### src/rtl/booth_pkg.sv
package booth_pkg;

  typedef enum logic [1:0] {
    BOOTH_SKIP = 2'd0,
    BOOTH_ADD  = 2'd1,
    BOOTH_SUB  = 2'd2
  } booth_op_e;

  // Radix-2 recoding of (current multiplier LSB, previously shifted-out bit).
  function automatic booth_op_e booth_decode(input logic cur_bit, input logic prev_bit);
    case ({cur_bit, prev_bit})
      2'b10:   return BOOTH_SUB;
      2'b01:   return BOOTH_ADD;
      default: return BOOTH_SKIP;
    endcase
  endfunction

endpackage

### src/rtl/booth_recode.sv
module booth_recode
  import booth_pkg::*;
(
  input  logic      cur_bit,
  input  logic      prev_bit,
  output booth_op_e op,
  output logic      add_ev,
  output logic      sub_ev
);

  always_comb begin
    op     = booth_decode(cur_bit, prev_bit);
    add_ev = (op == BOOTH_ADD);
    sub_ev = (op == BOOTH_SUB);
  end

endmodule

### src/rtl/booth_addsub.sv
module booth_addsub
  import booth_pkg::*;
#(
  parameter int W = 9
) (
  input  logic [W-1:0] acc_in,
  input  logic [W-1:0] mcand,
  input  booth_op_e    op,
  output logic [W-1:0] sum
);

  logic [W-1:0] operand;
  logic         carry_in;

  // Subtraction is performed as addition of the one's complement plus a carry.
  always_comb begin
    case (op)
      BOOTH_ADD: begin operand = mcand;  carry_in = 1'b0; end
      BOOTH_SUB: begin operand = ~mcand; carry_in = 1'b1; end
      default:   begin operand = '0;     carry_in = 1'b0; end
    endcase
    sum = acc_in + operand + W'(carry_in);
  end

endmodule

### src/rtl/booth_seq_ctrl.sv
module booth_seq_ctrl #(
  parameter int N = 8
) (
  input  logic clk,
  input  logic rst_n,
  input  logic start,
  output logic load,
  output logic step,
  output logic busy,
  output logic done
);

  localparam int CW = $clog2(N + 1);

  logic [CW-1:0] cnt_q;
  logic          busy_q;
  logic          done_q;
  logic          last_w;

  assign load   = start && !busy_q;
  assign step   = busy_q;
  assign last_w = busy_q && (cnt_q == CW'(1));
  assign busy   = busy_q;
  assign done   = done_q;

  always_ff @(posedge clk or negedge rst_n) begin
    if (!rst_n) begin
      cnt_q  <= '0;
      busy_q <= 1'b0;
      done_q <= 1'b0;
    end else begin
      done_q <= 1'b0;
      if (load) begin
        cnt_q  <= CW'(N);
        busy_q <= 1'b1;
      end else if (busy_q) begin
        cnt_q <= cnt_q - CW'(1);
        if (last_w) begin
          busy_q <= 1'b0;
          done_q <= 1'b1;
        end
      end
    end
  end

  AST_LOAD_BUSY: assert property (@(posedge clk) disable iff (!rst_n)
    load |=> (busy && cnt_q == CW'(N)));
  AST_DONE_PULSE: assert property (@(posedge clk) disable iff (!rst_n)
    done |=> !done);
  AST_DONE_IDLE: assert property (@(posedge clk) disable iff (!rst_n)
    done |-> !busy);
  AST_START_IGNORED: assert property (@(posedge clk) disable iff (!rst_n)
    (busy && cnt_q > CW'(1)) |=> (busy && cnt_q == $past(cnt_q) - CW'(1)));

endmodule

### src/rtl/booth_seq_mul.sv
module booth_seq_mul
  import booth_pkg::*;
#(
  parameter int WIDTH = 8
) (
  input  logic               clk,
  input  logic               rst_n,
  input  logic               start,
  input  logic [WIDTH-1:0]   multiplicand_i,
  input  logic [WIDTH-1:0]   multiplier_i,
  output logic               busy,
  output logic               done,
  output logic [2*WIDTH-1:0] product
);

  localparam int EW = WIDTH + 1; // accumulator with one guard bit

  logic [EW-1:0]    acc_q;
  logic [WIDTH-1:0] mcand_q;
  logic [WIDTH-1:0] mplr_q;
  logic             prev_q;

  logic      load_w;
  logic      step_w;
  booth_op_e op_w;
  logic      add_ev_w;
  logic      sub_ev_w;
  logic [EW-1:0] mcand_ext_w;
  logic [EW-1:0] sum_w;

  booth_seq_ctrl #(.N(WIDTH)) u_ctrl (
    .clk   (clk),
    .rst_n (rst_n),
    .start (start),
    .load  (load_w),
    .step  (step_w),
    .busy  (busy),
    .done  (done)
  );

  booth_recode u_recode (
    .cur_bit  (mplr_q[0]),
    .prev_bit (prev_q),
    .op       (op_w),
    .add_ev   (add_ev_w),
    .sub_ev   (sub_ev_w)
  );

  assign mcand_ext_w = {mcand_q[WIDTH-1], mcand_q};

  booth_addsub #(.W(EW)) u_addsub (
    .acc_in (acc_q),
    .mcand  (mcand_ext_w),
    .op     (op_w),
    .sum    (sum_w)
  );

  always_ff @(posedge clk or negedge rst_n) begin
    if (!rst_n) begin
      acc_q   <= '0;
      mcand_q <= '0;
      mplr_q  <= '0;
      prev_q  <= 1'b0;
    end else if (load_w) begin
      acc_q   <= '0;
      mcand_q <= multiplicand_i;
      mplr_q  <= multiplier_i;
      prev_q  <= 1'b0;
    end else if (step_w) begin
      // Arithmetic right shift of {sum, multiplier, prev} as one register.
      acc_q  <= {sum_w[EW-1], sum_w[EW-1:1]};
      mplr_q <= {sum_w[0], mplr_q[WIDTH-1:1]};
      prev_q <= mplr_q[0];
    end
  end

  assign product = {acc_q[WIDTH-1:0], mplr_q};

  AST_NO_OVERFLOW: assert property (@(posedge clk) disable iff (!rst_n)
    step_w |=> (acc_q[EW-1] == acc_q[EW-2]));
  AST_SKIP_SHIFT: assert property (@(posedge clk) disable iff (!rst_n)
    (step_w && !add_ev_w && !sub_ev_w) |=> (acc_q == {$past(acc_q[EW-1]), $past(acc_q[EW-1:1])}));
  AST_PREV_BIT: assert property (@(posedge clk) disable iff (!rst_n)
    step_w |=> (prev_q == $past(mplr_q[0])));
  AST_PRODUCT_HOLD: assert property (@(posedge clk) disable iff (!rst_n)
    (!busy && !load_w) |=> $stable(product));
  AST_RESET_STATE: assert property (@(posedge clk)
    !rst_n |-> (product == '0));

endmodule

### config.mk
export PLATFORM = sky130hd
export DESIGN_NAME = booth_seq_mul
export DESIGN_NICKNAME = d
export VERILOG_FILES = /design/src/rtl/booth_pkg.sv /design/src/rtl/booth_recode.sv /design/src/rtl/booth_addsub.sv /design/src/rtl/booth_seq_ctrl.sv /design/src/rtl/booth_seq_mul.sv
export SDC_FILE = /design/constraint.sdc
export NUM_CORES = 1
export LEC_CHECK = 0
export CAP_MARGIN = 20
export CORE_ASPECT_RATIO = 0.5
export CORE_MARGIN = 10
export CORE_UTILIZATION = 50
export DETAILED_ROUTE_END_ITERATION = 10
export PLACE_DENSITY = 0.84
export SLEW_MARGIN = 40
export SYNTH_ARGS = -nofsm -noshare
export SYNTH_HDL_FRONTEND = slang
export SYNTH_HIERARCHICAL = 1
export SYNTH_SLANG_ARGS = --single-unit
### constraint.sdc
create_clock -name clk -period 6.63 [get_ports clk]
set_clock_uncertainty 0.1 [all_clocks]
set_input_delay 1.326 -clock clk [delete_from_list [all_inputs] [get_ports clk]]
set_output_delay 1.326 -clock clk [all_outputs]
set_load 0.01 [all_outputs]
==> metrics.yaml <==
switching_share_pct: 41.4
crit_chain: "nor2b_1 -> nor2b_1 -> nand2_1 -> o21ai_0 -> fa_1 -> fa_1 -> a21o_1 -> a21oi_2 -> o21ai_0 -> xor2_1 -> mux2i_1 -> nor2_1"
finalCritPeriodShare_pct: 47.6
grt_max_degree: 32
internal_power_uw: 834
fp.dieArea_um2: 6730
p_comb_share_pct: 61.4
fin_crit_ps: 3150
cts_root_buf: "clkbuf_8"
worstReg2RegStart: "prev_q"
num_rows: 15
clk_path_buf_depth: 2
synth_area_um2: 1870
path_class: "reg -> reg"
place_congestion: 0.768
endpoint_kind: "flip-flop"
final_area_um2: 2320
grt_setup_unrepaired: "false"
htree_levels: 2
p_sw_uw: 588
multiInputGateArea_um2: 976
peakVddDrop_mv: 0.219
holdCritStartpoint: "u_ctrl/cnt_q[3]"
area_growth_pct: 24.2
antenna_found_initial: 0
ioPinCount: 37
port_buffers: 36
synthArstFlopShare_pct: 100
setup_viol: 0
drt-initial-drc-count: 46
r2r_slack_ps: 3480
dpl_cell_area_um2: 2220
dr_total_vias: 1351
clk_pin_slew_worst_paths_ps: 70
setup_tns_ps: 0
cts_tree: "built"
start_kind: "flip-flop"
max_cap_violations: 0
cp_max_fo: 9
grt_pass1_vias: 1424
drc: 0
min_path_type: "reg -> reg"
vias_per_cell: 5.22
overflow: 0
yosysUniqueCellTypes: 39
nNetsFinal: 237
crit_buf_inv: 0
fp.coreArea_um2: 3510
cts_hold_buffers: 0
yosys_most_used_dff: "dfrtp_1"
synth_fp_nets: 201
cts_setup_buffers: 0
max_slew_margin_pct: 53.1
slew_violations: 0
slowest_stage: "fa_1"
wl_um: 4010
cts_resized: 0
antennaDiodeCount: 0
finalHoldViolations: 0
die_w_um: 106
r2r-end: "acc_q[5]"
ant_nets: 0
seq_area_frac_synth_pct: 41.5
clkSinkCount: 31
outcome: "finished clean"
p_leak_uw: 0.00109
crit_required_ps: 6670
synth-seq-cells: 31
regArea_um2: 776
min_to: "u_ctrl/done"
layout-drive-gt1-share_pct: 13.5
arrival_ps: 3200
final_cells: 259
worstMarginPinSlew_ps: 703
holdPathStages: 1
p_clk_share_pct: 11.4
dr.pass1.iters: 4
grt_usage_pct: 12.4
fmax_mhz: 317
synth_area_per_cell_um2: 10.9
die-height_um: 63.2
wl_per_cell_um: 15.5
crit_family: "adder cells"
r2r_cells: 12
layout_commonest_cell: "clkdlybuf4s50_1"
seqPwrFrac_pct: 27.2
powerDensity_nw_per_um2: 613
worstSkewPairLatency_ps: 280
synth_enable_flop_cells: 0
yosys_warnings: 6
postSynthCellCount: 171
critPathMaxStageDelay_ps: 470
place_hpwl_um: 2880
start_util_pct: 53.2
grt_pass1_wl_um: 6820
cts-buffers-inserted: 5
mostFrequentLayoutCells: "clkdlybuf4s50_1 (36), dfrtp_1 (31), nand2_1 (20), mux2i_1 (18), o21ai_0 (17)"
n_fill_cell: 275
place_inst: 251
-- power groups by stage --
stage	Sequential (µW)	Combinational, µW	Clock [µW]
floorplan	400	629	0
global placement	385	835	0
detailed placement	389	864	0
CTS	387	881	166
global route	404	966	176
finish	387	873	163
-- final cells by class --
class | count | share of cell area [%]
timing repair buffer | 39 | 16.5
clock buffer | 8 | 4.32
multi-input combinational | 125 | 42.1
sequential | 31 | 33.4
tap | 51 | 2.75
inverter | 5 | 0.917
-- worst reg2reg max path: cells and delay by family, from the launching register on --
family	cells	cell delay, ps
AO/OA/AOI/OAI	4	720
XOR/XNOR	1	170
adder cells (fa/ha/maj)	2	920
flip-flops	1	390
multiplexers	1	160
AND/OR/NAND/NOR	4	560
-- per-stage QoR --
step	setup slack, ps	power, µW	hold slack (ps)	utilization (%)
floorplan	3760	1030	360	-
global placement	3450	1220	397	63.2
detailed placement	3420	1250	396	63.2
CTS	3490	1430	424	66.1
global route	3320	1550	453	66.1
finish	3480	1420	426	66.1
-- worst max path at each step --
| stage | startpoint | endpoint | slack (ps) | cells past startpoint |
|---|---|---|---|---|
| after detailed placement | start | mcand_q[2] | 3420 | 4 |
| after global routing | prev_q | acc_q[5] | 3320 | 12 |
| final | prev_q | acc_q[5] | 3480 | 12 |
| after CTS | prev_q | acc_q[5] | 3490 | 12 |
| after global placement | start | mcand_q[2] | 3450 | 4 |
| after floorplan | prev_q | acc_q[5] | 3760 | 14 |
-- kinds of logic (layout without fill, tap and decap cells) --
group,after synthesis,count (layout),share of synthesized area (%)
AO/OA/AOI/OAI,34,34,11.5
XOR/XNOR,8,8,4.15
adder cells (fa/ha/maj),11,11,8.17
multiplexers,28,28,17.3
buffers and inverters,15,52,6.36
AND/OR/NAND/NOR,44,44,11.1
flip-flops,31,31,41.5
-- cell usage after synthesis, types with 2 or more instances --
cell type,count,area (µm²)
a21oi_1,4,20.0
nor2b_1,4,25.0
a21o_1,2,15.0
xor2_1,3,26.3
dfrtp_1,31,776
mux2_2,4,45.0
nor2_1,11,41.3
mux2_4,5,75.1
inv_1,4,15.0
o21ai_0,17,85.1
buf_6,4,45.0
nor3_1,3,15.0
nand2_1,20,75.1
ha_1,9,113
buf_4,3,22.5
fa_1,2,40.0
mux2i_1,18,180
buf_2,2,10.0
xnor2_1,4,35.0
a22o_1,2,17.5
-- state kept, by name, summed over array words and instances (netlist names) --
register      flops
acc_q             8
mcand_q           8
mplr_q            8
u_ctrl/cnt_q      4
prev_q            1
u_ctrl/busy       1
u_ctrl/done       1
-- routing by layer --
layer / vias to the layer above / share of wire [%] / global-route usage (%)
li1: 664 / - / -
met1: 650 / 44 / 14.0
met2: 30 / 51 / 21.6
met3: 7 / 3.5 / 3.14
met4: 0 / 1.6 / 5.37
met5: - / 0 / 0
No activity file was read; power rests on OpenSTA's default activity.
